### config.mk
export PLATFORM = sky130hd
export DESIGN_NAME = an_progress_status
export DESIGN_NICKNAME = d
export VERILOG_FILES = /design/src/rtl/an_progress_status.sv
export SDC_FILE = /design/constraint.sdc
export NUM_CORES = 1
export LEC_CHECK = 0
export ABC_AREA = 1
export BUFFER_PORTS_ARGS = -buffer_cell sky130_fd_sc_hd__clkbuf_2
export CORE_AREA = 8 8 45 47
export CTS_CLUSTER_SIZE = 30
export DETAILED_ROUTE_END_ITERATION = 6
export DIE_AREA = 0 0 53 55
export PLACE_DENSITY = 0.69
export SLEW_MARGIN = 20
export SYNTH_ARGS = -nofsm -noshare
export SYNTH_HDL_FRONTEND = slang
export SYNTH_SLANG_ARGS = --single-unit
export TNS_END_PERCENT = 50
### constraint.sdc
create_clock -name clk -period 2.2 [get_ports clk]
set_input_delay 0.44 -clock clk [delete_from_list [all_inputs] [get_ports clk]]
set_output_delay 0.44 -clock clk [all_outputs]
set_load 0.03 [all_outputs]
### src/rtl/an_progress_status.sv
module an_progress_status #(
  parameter int CODE_W   = 3,
  parameter int WORD_W   = 16,
  parameter int CODE_LSB = 11,
  parameter int RXL_BIT  = 10,
  parameter int PLL_BIT  = 9,
  parameter int DONE_BIT = 4
) (
  input  logic              clk,
  input  logic              rst_n,
  input  logic              an_enable,
  input  logic              speed_100,
  input  logic [CODE_W-1:0] live_code,
  input  logic              an_done,
  input  logic              rx_loss_evt,
  input  logic              pll_lock_evt,
  input  logic              rd_strobe,
  output logic [WORD_W-1:0] rd_data
);

  localparam int PROG_W = CODE_W + 1;

  logic [PROG_W-1:0] prog_q;
  logic [PROG_W-1:0] live_val;
  logic              rxl_q;
  logic              pll_q;

  assign live_val = an_done ? {1'b1, {CODE_W{1'b0}}} : {1'b0, live_code};

  always_ff @(posedge clk or negedge rst_n) begin
    if (!rst_n)
      prog_q <= '0;
    else if (!an_enable)
      prog_q <= '0;
    else if (rd_strobe || (live_val > prog_q))
      prog_q <= live_val;
  end

  always_ff @(posedge clk or negedge rst_n) begin
    if (!rst_n) begin
      rxl_q <= 1'b0;
      pll_q <= 1'b0;
    end else begin
      rxl_q <= speed_100 & (rx_loss_evt  | (rxl_q & ~rd_strobe));
      pll_q <= speed_100 & (pll_lock_evt | (pll_q & ~rd_strobe));
    end
  end

  always_comb begin
    rd_data = '0;
    rd_data[CODE_LSB +: CODE_W] = prog_q[CODE_W-1:0];
    rd_data[DONE_BIT]           = prog_q[CODE_W];
    rd_data[RXL_BIT]            = rxl_q & speed_100;
    rd_data[PLL_BIT]            = pll_q & speed_100;
  end

  a_r2_capture_greater: assert property (@(posedge clk) disable iff (!rst_n)
    (an_enable && !rd_strobe && (live_val > prog_q)) |=> (prog_q == $past(live_val)));

  a_r3_keep_peak: assert property (@(posedge clk) disable iff (!rst_n)
    (an_enable && !rd_strobe && (live_val <= prog_q)) |=> $stable(prog_q));

  a_r5_read_reload: assert property (@(posedge clk) disable iff (!rst_n)
    (an_enable && rd_strobe) |=> (prog_q == $past(live_val)));

  a_r6_rxl_sticky: assert property (@(posedge clk) disable iff (!rst_n)
    (speed_100 && rxl_q && !rd_strobe) |=> rxl_q);

  a_r7_pll_sticky: assert property (@(posedge clk) disable iff (!rst_n)
    (speed_100 && pll_q && !rd_strobe) |=> pll_q);

  a_r8_event_wins: assert property (@(posedge clk) disable iff (!rst_n)
    (speed_100 && rx_loss_evt && pll_lock_evt) |=> (rxl_q && pll_q));

  a_r9_slow_mode_quiet: assert property (@(posedge clk) disable iff (!rst_n)
    !speed_100 |=> (!rxl_q && !pll_q));

  a_r10_disabled_zero: assert property (@(posedge clk) disable iff (!rst_n)
    !an_enable |=> (prog_q == '0));

endmodule

==> results.ini, run 1 <==
[critical_path]
worstSetupPathType=reg2reg
max_stage_delay_ns=0.37
critPathCaptureType=flop
cp_top_family=flip-flops
critPathRequiredTime_ns=2.32
cpMostUsedCell=nand2_1
arrival_ns=1.47
crit_path_max_fanout=5
critPathSlowestCell=dfrtp_1
cp-start-kind=flop
cp_cell_sequence=inv_1 > ha_1 > a21oi_1 > nand2_1 > nand2_2 > nand2_4 > nand2_1 > nand2_1
crit_buf_inv=1

[placed_design]
io_buffers=16
hpwlAfterDp_microns=893
place_congestion=0.764

[power]
power_density_mw_per_mm2=576
clkPwrFrac_pct=30.0
p_sw_uw=120
p_seq_share_pct=37.4
power.internal_uw=209
p_leak_uw=0.000370
switching_share_pct=36.4
peakVddDrop_uv=291
p_comb_share_pct=32.6

[cells_and_area]
final_common_cell=nand2_1
n_fill_cell=153
regArea_sq_um=150
multi_input_area_sq_um=249
area_growth_pct=16.6
n_antenna_cell=0
post-route-util_pct=41.2
final_nets=104
layout_common_cells=nand2_1, clkbuf_2, inv_1
layout-drive-gt1-share_pct=27.6

[hold_path]
worstHoldPathType=in2async

[route]
vias=441
via_per_inst=4.28
wl_microns=969
ant_nets=0
initialDrtViolationCount=9
routedWlPerCell_microns=9.41
drc=0
drtPass1Iterations=3

[floorplanning]
core-area_sq_mm=0.00138
io_pins=27
dieArea_sq_mm=0.00292
die_x_microns=53
start_util_pct=35.4
fp.dieH_microns=55
core.rowCount=14

[logic_synthesis]
synth_area_sq_um=489
avgSynthCellArea_sq_um=7.09
synth_seq_cells=6
seq_area_frac_synth_pct=30.7
synthCells=69
ys_warn_count=0
synth_cell_types=15

[sta]
whs_ns=0.0117
hold_viol=0
period_minus_slack_ns=1.35
fin_crit_sh_pct=61.3
rsz0062_at_grt=no
setup_tns_ns=0
finalSetupViolations=0
clock_skew_ns=0.00527
clock.fmax_mhz=741
slew_violations=0

[cts]
hold_buffers=0
cts_buffers=3
clk_latency_ns=0.24
cts_buffer_depth=2
path_clk_slew_ns=0.04
clock_sinks=6
cts_tree=yes
postCtsSetupBuffers=0
cts_root_buf=clkbuf_4
cts_resized=0
htree_num_levels=1

[global_routing]
grt_pass1_vias=431
track_usage_pct=7.35
grt.overflow.total=0
grt_first_pass_wirelength_microns=1570
antenna_found_initial=0
grt_max_degree=8

[status]
status=complete, no violations

[flow_run]
maxCapViolCount=0

worst paths after layout:
check / start / endpoint / slack [ns] / cells past startpoint
max in group asynchronous: rst_n / prog_q[1] / 2.03 / 1
max reg2reg: prog_q[3] / prog_q[1] / 0.85 / 8
min: rst_n / prog_q[3] / 0.01 / 1
max: prog_q[3] / prog_q[1] / 0.85 / 8
min in group clk: rx_loss_evt / rxl_q / 0.41 / 3
min reg2reg: rxl_q / rxl_q / 0.52 / 2
kinds of logic after synthesis:
| kind of cell | share of synthesized area [%] |
|---|---|
| simple gates | 29.9 |
| buf+inv | 25.3 |
| flops | 30.7 |
| fa+ha+maj | 10.2 |
| compound gates | 3.07 |
| other cells | 0.767 |
stage by stage:
stage	power [uW]	setup slack [ns]	cells	instance area, sq um
final	329	0.850	103	571
after global routing	353	0.731	103	571
after CTS	336	0.834	103	571
after detailed placement	233	0.608	100	548
after global placement	230	0.638	100	548
after floorplan	217	0.758	78	523
synthesized netlist by cell type, drive strengths merged:
cell type	instances	area share (%)
buf	10	15
conb	1	0.77
o21ai	2	2.0
nor2	4	4.6
nand2	21	18
nor3	2	2.0
ha	4	10
nand3	5	5.1
inv	13	10
a21oi	1	1.0
dfrtp	6	31
flip-flops by register name, summed over array words and instances (netlist names):
| register | cells |
|---|---|
| prog_q | 4 |
| pll_q | 1 |
| rxl_q | 1 |
area by class of cell:
cell class                      instances  share of cell area, %
Timing Repair Buffer                   16                   14.0
Tap cell                               16                   3.51
Multi-Input combinational cell         49                   43.6
Inverter                               13                   8.55
Clock buffer                            3                   3.95
Sequential cell                         6                   26.3
per-layer routing:
metal,track usage [%],vias to the layer above,share of wire [%]
met5,0,-,0
met1,6.15,197,34
met2,13.5,16,55
met3,2.67,3,7.9
li1,-,225,-
met4,6.47,0,2.8
power by group through the flow:
| stage | sequential (uW) | clock [uW] | combinational [uW] |
|---|---|---|---|
| 3_5_place_dp | 125 | 0 | 108 |
| 3_3_place_gp | 124 | 0 | 106 |
| 4_1_cts | 123 | 104 | 108 |
| 2_1_floorplan | 133 | 0 | 83.8 |
| 5_1_grt | 124 | 109 | 120 |
| 6_report | 123 | 98.7 | 107 |
(Power assumes the default switching activity.)
==> run 2: changes to the inputs <==
--- a/config.mk
+++ b/config.mk
@@ -5,13 +5,13 @@
 export SDC_FILE = /design/constraint.sdc
 export NUM_CORES = 1
 export LEC_CHECK = 0
-export ABC_AREA = 1
+export ABC_AREA = 0
 export BUFFER_PORTS_ARGS = -buffer_cell sky130_fd_sc_hd__clkbuf_2
-export CORE_AREA = 8 8 45 47
+export CORE_MARGIN = 8
+export CORE_UTILIZATION = 40
 export CTS_CLUSTER_SIZE = 30
 export DETAILED_ROUTE_END_ITERATION = 6
-export DIE_AREA = 0 0 53 55
-export PLACE_DENSITY = 0.69
+export PLACE_DENSITY = 0.74
 export SLEW_MARGIN = 20
 export SYNTH_ARGS = -nofsm -noshare
 export SYNTH_HDL_FRONTEND = slang
==> constraint.sdc (replaced) <==
create_clock -name clk -period 1.15 [get_ports clk]
set_input_delay 0.23 -clock clk [delete_from_list [all_inputs] [get_ports clk]]
set_output_delay 0.23 -clock clk [all_outputs]
set_load 0.03 [all_outputs]
==> run 2 against run 1 <==
  * First-iteration DRC count up 120%
  * Largest cell class unchanged
  * Final cell count up 7.8%
  * Synthesized cell count fell by 5.8%
  * Total power rose to 3.0 times the previous value
  * Utilization up 25 points
  * Die area shrank 0.83%
  * The run now ends with negative setup slack left
  * Final area is 54% higher
  * Setup slack got worse by 1.1 ns
  * Count of clock-buffer cells in the layout did not move
  * Clock skew fell by 0.0045 ns
==> results.ini, run 2 <==
[floorplanning]
io_pins=27
die_x_microns=53.8
core.rowCount=13
dieArea_sq_mm=0.00289
core-area_sq_mm=0.00132
start_util_pct=43.3
fp.dieH_microns=53.8

[logic_synthesis]
synthCells=65
yosysTopAreaCellShare_pct=26.3
synthFlopType=dfrtp_1
synth_area_leaders=dfrtp_1, buf_4, ha_1
avgSynthCellArea_sq_um=8.78
synth_seq_cells=6
synth_area_sq_um=571
synth_cell_types=21
seq_area_frac_synth_pct=26.3
synth_common_cells=buf_4, nand3_1, dfrtp_1, nor2b_1, o21a_1
synthMostInstantiatedCell=buf_4
ys_warn_count=0
ys_async_sr_fraction_pct=100
synth_top_area_cell=dfrtp_1
synth-edff-count=0

[cts]
cts_buffers=3
clk_latency_ns=0.24
cts_tree=yes
path_clk_slew_ns=0.04
htree_num_levels=1
cts_root_buf=clkbuf_4
clock_sinks=6
cts_buffer_depth=2

[critical_path]
crit_path_max_fanout=8
cp_top_family=compound AO/OA/AOI/OAI gates
cp_cell_sequence=inv_2 > ha_4 > nor2b_4 > o211ai_4 > o311a_1 > nand2_1
arrival_ns=1.55
cp-start-kind=flop
r2r-end=prog_q[3]
critPathCaptureType=flop
timing.rr.start=prog_q[1]
reg2regPathDepth=6
max_stage_delay_ns=0.41
critPathSlowestCell=dfrtp_2
critPathRequiredTime_ns=1.26
rrSetupSlack_ns=-0.28
crit_buf_inv=1
worstSetupPathType=reg2reg

[cells_and_area]
post-route-util_pct=66.5
fin_cells=111
top_regs=prog_q x4, pll_q x1, rxl_q x1
largest_reg_flops=4
top_register=prog_q
n_antenna_cell=0
layout_common_cells=buf_4, conb_1, clkbuf_2
layout-drive-gt1-share_pct=55.2
final_common_cell=buf_4
final_nets=113
area_growth_pct=53.5

[sta]
clock.fmax_mhz=699
setup_tns_ns=-1.08
finalSetupViolations=5
hold_viol=0
clock_skew_ns=0.000775
fin_ws_ns=-0.281
period_minus_slack_ns=1.43
slew_violations=0
rsz0062_at_grt=yes
whs_ns=0.213
fin_crit_sh_pct=124

[placed_design]
place_congestion=0.812
placed_cells=103
hpwlAfterDp_microns=1170
io_buffers=16

[route]
drtPass1Iterations=4
initialDrtViolationCount=20
vias=576
drc=0
routedWlPerCell_microns=13.8
ant_nets=0
wl_microns=1530
via_per_inst=5.19

[global_routing]
grt_max_degree=12
grt.overflow.total=0
track_usage_pct=11.4
grt_pass1_vias=577
grt_first_pass_wirelength_microns=2510
antenna_found_initial=0

[hold_path]
holdPathEnd=rxl_q
hp-start=rx_loss_evt
min_path_cells=2
worstHoldPathType=in2reg

[status]
failed_checks=negative setup slack
status=complete, but fails checks

[power]
peakVddDrop_uv=1090
p_leak_uw=0.000420
power_density_mw_per_mm2=1130

[flow_run]
maxCapViolCount=0

## run 2: changes by cell type after synthesis, sizes merged, moves of 2 or more
cell	delta
nand4	+3
and2	+2
buf	+2
inv	-10
nor2b	+6
a211o	+3
o21a	+5
o21ai	-2
nand3	+3
nand2	-17
nor2	-4
## run 2: cell type report
cell class | instances | area [sq um]
timing repair buffer | 31 | 253
fill | 110 | 442
tap | 15 | 18.8
multi-input combinational | 53 | 415
clock buffer | 3 | 22.5
inverter | 3 | 11.3
sequential | 6 | 155
## run 2: per-stage QoR
stage | worst slack (ns) | area (sq um) | total power (uW)
final | -0.281 | 876 | 994
after global routing | -0.348 | 876 | 1060
after CTS | -0.271 | 823 | 936
after detailed placement | -0.440 | 731 | 697
after global placement | -0.399 | 731 | 687
after floorplan | -0.365 | 651 | 594
## run 2: kinds of logic (layout without fill, tap and decap cells)
| logic type | after synthesis | count (layout) | synth area share (%) |
|---|---|---|---|
| other cells | 1 | 10 | 0.657 |
| simple gates | 27 | 27 | 27.0 |
| buf+inv | 15 | 37 | 18.4 |
| compound gates | 12 | 12 | 18.9 |
| fa+ha+maj | 4 | 4 | 8.77 |
| flops | 6 | 6 | 26.3 |
## run 2: power breakdown
part	internal [uW]	switching, uW
logic	265	288
registers	240	18.0
clock network	117	66.8
## run 2: worst max path at each step
stage / startpoint / slack [ns] / endpoint / cells past startpoint
floorplan: prog_q[2] / -0.37 / prog_q[3] / 6
global placement: an_done / -0.40 / prog_q[3] / 6
detailed placement: an_done / -0.44 / prog_q[3] / 7
CTS: prog_q[1] / -0.27 / prog_q[3] / 6
global route: prog_q[1] / -0.35 / prog_q[3] / 6
finish: prog_q[1] / -0.28 / prog_q[3] / 6
## run 2: what timing repair did
item                                    4_1_cts  5_1_grt
pin swaps                                     5        1
hold buffers                                  1        0
endpoints found under the setup margin        9       10
buffers inserted                              0        4
resized for setup                            13       12
hold endpoints to repair                      6        0
## run 2: metal layers
metal	global-route usage, %	wire [microns]
met1	11.9	587
met2	19.5	803
met3	5.23	128
met4	4.20	12
met5	0	0
